### src/rtl/dram_timing_monitor.sv
module dram_timing_monitor #(
  parameter int RC      = 15,
  parameter int RFC     = 17,
  parameter int RAS     = 10,
  parameter int RCDRD   = 5,
  parameter int RP      = 5,
  parameter int RRD     = 4,
  parameter int DAL     = 10,
  parameter int WREC    = 5,
  parameter int WTR     = 2,
  parameter int RAS_MAX = 34965,
  parameter int CW      = 16
) (
  input  logic       clk,
  input  logic       rst_n,
  input  logic [2:0] cmd_op,
  input  logic [1:0] cmd_bank,
  input  logic       cmd_ap,
  output logic       viol_o,
  output logic [5:0] viol_code_o
);
  localparam int RCDWR = (RCDRD - 2 < 2) ? 2 : RCDRD - 2;
  localparam logic [CW-1:0] SAT     = '1;
  localparam logic [CW-1:0] L_RC    = CW'(RC);
  localparam logic [CW-1:0] L_RFC   = CW'(RFC);
  localparam logic [CW-1:0] L_RAS   = CW'(RAS);
  localparam logic [CW-1:0] L_RCDRD = CW'(RCDRD);
  localparam logic [CW-1:0] L_RCDWR = CW'(RCDWR);
  localparam logic [CW-1:0] L_RP    = CW'(RP);
  localparam logic [CW-1:0] L_RRD   = CW'(RRD);
  localparam logic [CW-1:0] L_DAL   = CW'(DAL);
  localparam logic [CW-1:0] L_WREC  = CW'(WREC);
  localparam logic [CW-1:0] L_WTR   = CW'(WTR);
  localparam logic [CW-1:0] L_OPEN  = CW'(RAS_MAX + 1);

  logic [CW-1:0] act_c [4];
  logic [CW-1:0] pre_c [4];
  logic [CW-1:0] wr_c  [4];
  logic [CW-1:0] dal_c [4];
  logic [CW-1:0] any_act_c, ref_c, any_wr_c;
  logic [3:0]    open_q;

  wire is_act = cmd_op == 3'd1;
  wire is_rd  = cmd_op == 3'd2;
  wire is_wr  = cmd_op == 3'd3;
  wire is_pre = cmd_op == 3'd4;
  wire is_ref = cmd_op == 3'd5;
  wire [1:0] b = cmd_bank;

  function automatic logic [CW-1:0] bump(input logic [CW-1:0] c);
    return (c == SAT) ? c : c + 1'b1;
  endfunction

  function automatic logic [1:0] lowest(input logic [3:0] m);
    logic [1:0] r;
    r = 2'd0;
    for (int i = 3; i >= 0; i--) if (m[i]) r = 2'(i);
    return r;
  endfunction

  logic [3:0] tgt, ras_bad, wrec_bad, too_long;
  always_comb begin
    for (int i = 0; i < 4; i++) begin
      tgt[i]      = is_pre && (cmd_ap || b == 2'(i));
      ras_bad[i]  = tgt[i] && open_q[i] && act_c[i] < L_RAS;
      wrec_bad[i] = tgt[i] && open_q[i] && wr_c[i] < L_WREC;
      too_long[i] = open_q[i] && act_c[i] == L_OPEN;
    end
  end

  logic [14:1] flag;
  assign flag[1]  = is_act && act_c[b] < L_RC;
  assign flag[2]  = is_act && any_act_c < L_RRD;
  assign flag[3]  = is_act && pre_c[b] < L_RP;
  assign flag[4]  = (is_act || is_ref) && ref_c < L_RFC;
  assign flag[5]  = is_act && dal_c[b] < L_DAL;
  assign flag[6]  = is_act && open_q[b];
  assign flag[7]  = is_rd && act_c[b] < L_RCDRD;
  assign flag[8]  = is_wr && act_c[b] < L_RCDWR;
  assign flag[9]  = (is_rd || is_wr) && !open_q[b];
  assign flag[10] = |ras_bad;
  assign flag[11] = |wrec_bad;
  assign flag[12] = is_rd && any_wr_c < L_WTR;
  assign flag[13] = is_ref && |open_q;
  assign flag[14] = |too_long;

  logic [3:0] rule;
  logic [1:0] rbank;
  always_comb begin
    rule = 4'd0;
    for (int i = 14; i >= 1; i--) if (flag[i]) rule = 4'(i);
    case (rule)
      4'd4:    rbank = is_ref ? 2'd0 : b;
      4'd10:   rbank = lowest(ras_bad);
      4'd11:   rbank = lowest(wrec_bad);
      4'd13:   rbank = lowest(open_q);
      4'd14:   rbank = lowest(too_long);
      default: rbank = b;
    endcase
  end

  always_ff @(posedge clk) begin
    if (!rst_n) begin
      viol_o      <= 1'b0;
      viol_code_o <= '0;
      any_act_c   <= SAT;
      ref_c       <= SAT;
      any_wr_c    <= SAT;
      open_q      <= '0;
      for (int i = 0; i < 4; i++) begin
        act_c[i] <= SAT;
        pre_c[i] <= SAT;
        wr_c[i]  <= SAT;
        dal_c[i] <= SAT;
      end
    end else begin
      viol_o      <= rule != 4'd0;
      viol_code_o <= (rule != 4'd0) ? {rule, rbank} : 6'd0;
      any_act_c   <= is_act ? CW'(1) : bump(any_act_c);
      ref_c       <= is_ref ? CW'(1) : bump(ref_c);
      any_wr_c    <= is_wr  ? CW'(1) : bump(any_wr_c);
      for (int i = 0; i < 4; i++) begin
        act_c[i] <= (is_act && b == 2'(i)) ? CW'(1) : bump(act_c[i]);
        pre_c[i] <= (tgt[i] || (is_rd && cmd_ap && b == 2'(i))) ? CW'(1) : bump(pre_c[i]);
        wr_c[i]  <= (is_wr && b == 2'(i)) ? CW'(1) : bump(wr_c[i]);
        dal_c[i] <= (is_wr && cmd_ap && b == 2'(i)) ? CW'(1) : bump(dal_c[i]);
        if (is_act && b == 2'(i))
          open_q[i] <= 1'b1;
        else if (tgt[i] || ((is_rd || is_wr) && cmd_ap && b == 2'(i)))
          open_q[i] <= 1'b0;
      end
    end
  end

  AST_QUIET_CODE: assert property (@(posedge clk) disable iff (!rst_n)
    !viol_o |-> viol_code_o == 6'd0);
  AST_RULE_RANGE: assert property (@(posedge clk) disable iff (!rst_n)
    viol_o |-> (viol_code_o[5:2] != 4'd0 && viol_code_o[5:2] <= 4'd14));
  AST_SAME_BANK_RC: assert property (@(posedge clk) disable iff (!rst_n)
    (is_act && act_c[b] < L_RC) |=> (viol_o && viol_code_o[5:2] == 4'd1));
  AST_ACT_OPEN: assert property (@(posedge clk) disable iff (!rst_n)
    (is_act && open_q[b]) |=> (viol_o && viol_code_o[5:2] <= 4'd6));
  AST_IDLE_ACCESS: assert property (@(posedge clk) disable iff (!rst_n)
    ((is_rd || is_wr) && !open_q[b]) |=> viol_o);
  AST_REF_OPEN: assert property (@(posedge clk) disable iff (!rst_n)
    (is_ref && open_q != 4'd0) |=> viol_o);
  AST_ACT_OPENS: assert property (@(posedge clk) disable iff (!rst_n)
    is_act |=> open_q[$past(b)]);
endmodule

### config.mk
export PLATFORM = sky130hd
export DESIGN_NAME = dram_timing_monitor
export DESIGN_NICKNAME = d
export VERILOG_FILES = /design/src/rtl/dram_timing_monitor.sv
export SDC_FILE = /design/constraint.sdc
export NUM_CORES = 1
export LEC_CHECK = 0
export BUFFER_PORTS_ARGS = -buffer_cell sky130_fd_sc_hd__buf_2
export CORE_MARGIN = 4
export CORE_UTILIZATION = 26
export CTS_BUF_LIST = sky130_fd_sc_hd__clkbuf_8
export DETAILED_ROUTE_END_ITERATION = 10
export HOLD_SLACK_MARGIN = 0.15
export SETUP_SLACK_MARGIN = 0.05
export SYNTH_ARGS = -nofsm -noshare
export SYNTH_HDL_FRONTEND = slang
export SYNTH_SLANG_ARGS = --single-unit
### constraint.sdc
create_clock -name clk -period 9.4 [get_ports clk]
set_clock_uncertainty 0.15 [all_clocks]
set_input_delay 0.94 -clock clk [delete_from_list [all_inputs] [get_ports clk]]
set_output_delay 0.94 -clock clk [all_outputs]
set_load 0.005 [all_outputs]
==> load_flow_metrics.sql <==
INSERT INTO impl_metrics (metric_group, metric, value, unit) VALUES
('global_routing', 'grt_max_degree', '190', ''),
('critical_path', 'path_class', 'primary input to flop', ''),
('die', 'initial_core_utilization', '0.263', ''),
('synth', 'yosysSeqAreaShare', '0.398', ''),
('sta', 'final_max_slew_viol_count', '0', ''),
('pwr', 'vdd.ir_drop.worst', '96.4', 'uV'),
('critical_path', 'path_common_cell', 'sky130_fd_sc_hd__nor4_1', ''),
('finish', 'final_net_count', '1936', ''),
('pwr', 'power.share.switching', '0.391', ''),
('critical_path', 'critical_path.top_delay_family', 'simple AND/OR/NAND/NOR gates', ''),
('synth', 'synth_flop_cell', 'sky130_fd_sc_hd__dfxtp_1', ''),
('clock_network', 'cts-resized-gates', '0', ''),
('sta', 'slew_limit_headroom', '0.182', ''),
('hold_path', 'holdPathStages', '2', ''),
('die', 'num_io_pins', '15', ''),
('die', 'core.rowCount', '90', ''),
('critical_path', 'arrival', '4120', 'ps'),
('pwr', 'cellPowerDensity', '325', 'nW/um^2'),
('synth', 'syn_avg_cell_area', '8.34', 'um^2'),
('pwr', 'p_leak', '6.69', 'nW'),
('sta', 'fmax', '267', 'MHz'),
('clock_network', 'cts_tree', 'yes', ''),
('critical_path', 'worstPathBufferInverterCount', '1', ''),
('synth', 'yosysWarnings', '0', ''),
('placement', 'post-place-cells', '2626', ''),
('synth', 'synthesis.instances', '1901', ''),
('pwr', 'power.sequential.fraction', '0.395', ''),
('synth', 'syn_nets', '1937', ''),
('synth', 'count_of_unique_library_cells_instantiated_by_yosys', '71', ''),
('route', 'detail_route.first_pass.iterations', '5', ''),
('synth', 'library_cell_with_the_largest_summed_area_after_synthesis', 'sky130_fd_sc_hd__dfxtp_1', ''),
('route', 'drtAntennaViolNets', '0', ''),
('critical_path', 'critical_path_maximum_fanout', '24', ''),
('critical_path', 'end_kind', 'flop', ''),
('synth', 'synth_top_cells_by_area', 'sky130_fd_sc_hd__dfxtp_1 40%, sky130_fd_sc_hd__o21ai_0 9.8%, sky130_fd_sc_hd__xor2_1 8.2%, sky130_fd_sc_hd__xnor2_1 5.0%, sky130_fd_sc_hd__nand3_1 4.5%', ''),
('die', 'core-area', '60400', 'um^2'),
('clock_network', 'cts_inserted_buffers', '54', ''),
('route', 'routed_wirelength', '38900', 'um'),
('clock_network', 'cts-root-to-sink-buffers', '3', ''),
('sta', 'layout_worst_path_cycle_share', '0.399', ''),
('finish', 'drive_gt1_frac', '0.0705', ''),
('pwr', 'power.clock.fraction', '0.216', ''),
('sta', 'setup_viol', '0', ''),
('clock_network', 'path_clk_slew', '60', 'ps'),
('die', 'die_width', '255', 'um'),
('status', 'run_status', 'complete, no violations', ''),
('pwr', 'cell_internal_pwr', '0.00352', 'W'),
('sta', 'post_layout_min_period', '3750', 'ps'),
('synth', 'synth-edff-count', '0', ''),
('synth', 'netlist_area', '15900', 'um^2'),
('sta', 'hold_viol', '0', ''),
('die', 'die-area', '65000', 'um^2'),
('die', 'die_height', '255', 'um'),
('sta', 'timing_worst_slew_pin_value', '1220', 'ps'),
('flow_run', 'maxCapViolCount', '0', ''),
('clock_network', 'cts_hold_repair.buffers', '0', ''),
('sta', 'rsz_0062_raised_after_global_routing', 'false', ''),
('finish', 'syn_to_final_growth', '12.1', '%'),
('hold_path', 'worstHoldPathType', 'flop to flop', ''),
('synth', 'netlist.area_leader.share', '0.398', ''),
('critical_path', 'rr_startpoint', 'act_c[0][9]', ''),
('finish', 'layout_common_cells', '315 x sky130_fd_sc_hd__dfxtp_1, 312 x sky130_fd_sc_hd__o21ai_0, 162 x sky130_fd_sc_hd__nand2_1', ''),
('critical_path', 'worst_path_max_delay_cell', 'sky130_fd_sc_hd__buf_2', ''),
('pwr', 'share_comb_of_total_power', '0.389', ''),
('critical_path', 'rr_endpoint', 'viol_code_o[0]', ''),
('route', 'routed_via_density', '5.00', ''),
('critical_path', 'crit_chain', 'buf_2 -> nor2_2 -> o21ai_1 -> nor3_1 -> nor4_1 -> nand3_1 -> or4_4 -> a2111oi_0 -> nor4_1 -> a311oi_1', ''),
('global_routing', 'grt_first_pass_wirelength', '63800', 'um'),
('placement', 'portBuffers', '14', ''),
('global_routing', 'grt_util_all_layers', '0.117', ''),
('hold_path', 'holdPathEnd', 'wr_c[0][63]', '');
## cells by family after synthesis
family,Yosys count,share of synthesized area
AO/OA/AOI/OAI,399,0.138
XOR/XNOR,239,0.132
flip-flops,315,0.398
AND/OR/NAND/NOR,787,0.260
multiplexers,30,0.0249
adder cells (fa/ha/maj),28,0.0221
buffers and inverters,103,0.0255
## how the worst max path moves through the flow
stage | depth (start not counted) | endpoint | slack (ps) | from
finish | 10 | viol_code_o[0] | 5650 | cmd_bank[0]
global route | 10 | viol_code_o[0] | 5470 | cmd_bank[1]
CTS | 10 | viol_code_o[0] | 5770 | cmd_bank[0]
detailed placement | 10 | viol_code_o[0] | 5070 | cmd_bank[0]
global placement | 10 | viol_code_o[0] | 5180 | cmd_bank[0]
floorplan | 10 | viol_code_o[0] | 5850 | cmd_bank[1]
## per-stage QoR
stage,area [um^2],hold slack (ps),total power [W],utilization,setup slack (ps)
global route,17800,422,0.00629,0.295,5470
finish,17800,393,0.00577,0.295,5650
detailed placement,16700,386,0.00453,0.276,5070
floorplan,15900,355,0.00407,-,5850
CTS,17800,397,0.00583,0.295,5770
global placement,16700,376,0.00445,0.276,5180
## flip-flops by register name (all words and copies together), names as in the netlist
signal       flops
act_c           64
dal_c           64
pre_c           64
wr_c            64
any_act_c       16
any_wr_c        16
ref_c           16
viol_code_o      6
open_q           4
viol_o           1
## synth_stat cells, drive strengths merged, types with 6 or more instances
cell,number
o21ai,316
dfxtp,315
nand2,162
xor2,148
nand3,146
nor2,132
xnor2,91
and3,73
clkbuf,71
nor4,52
nor3,49
nand4,48
ha,28
inv,27
or3,26
mux2i,21
a21oi,16
and2,13
nand2b,13
and4,12
a31oi,11
nor2b,11
o31ai,11
a21o,10
or2,10
nor3b,9
mux4,7
nand3b,7
nand4b,7
o211ai,7
or4,6
## layer usage
| layer | up-vias | global-route usage | wire length, um |
|---|---|---|---|
| met1 | 6450 | 0.154 | 18200 |
| met3 | 62 | 0.0300 | 2390 |
| met2 | 282 | 0.187 | 17400 |
| li1 | 6825 | - | - |
| met4 | 2 | 0.0394 | 857 |
| met5 | - | 0 | 12 |
## worst register-to-register path: stages, from the launching register on
cell	delay (ps)
sky130_fd_sc_hd__dfxtp_1	340
sky130_fd_sc_hd__nor4_1	630
sky130_fd_sc_hd__nand2_1	140
sky130_fd_sc_hd__nor3_1	420
sky130_fd_sc_hd__nor3b_1	140
sky130_fd_sc_hd__and2_4	170
sky130_fd_sc_hd__or4_4	500
sky130_fd_sc_hd__a2111oi_0	480
sky130_fd_sc_hd__nor4_1	130
sky130_fd_sc_hd__a311oi_1	280
## power by group through the flow
stage	Combinational, W	Sequential [W]	Clock, W
2_1_floorplan	0.00191	0.00216	0
3_3_place_gp	0.00218	0.00228	0
3_5_place_dp	0.00223	0.00229	0
4_1_cts	0.00225	0.00227	0.00130
5_1_grt	0.00258	0.00236	0.00135
6_report	0.00225	0.00228	0.00125
## final cells by class
cell class | count | area [um^2] | share of cell area
diodes | 1 | 2.50 | 0.000141
multi-input cells | 1483 | 9160 | 0.515
clock buffers | 73 | 1000 | 0.0565
clock inverters | 25 | 109 | 0.00612
well taps | 782 | 978 | 0.0550
inverters | 27 | 101 | 0.00570
flip-flops and latches | 315 | 6310 | 0.355
repair buffers | 19 | 126 | 0.00711
(Power assumes the default switching activity.)
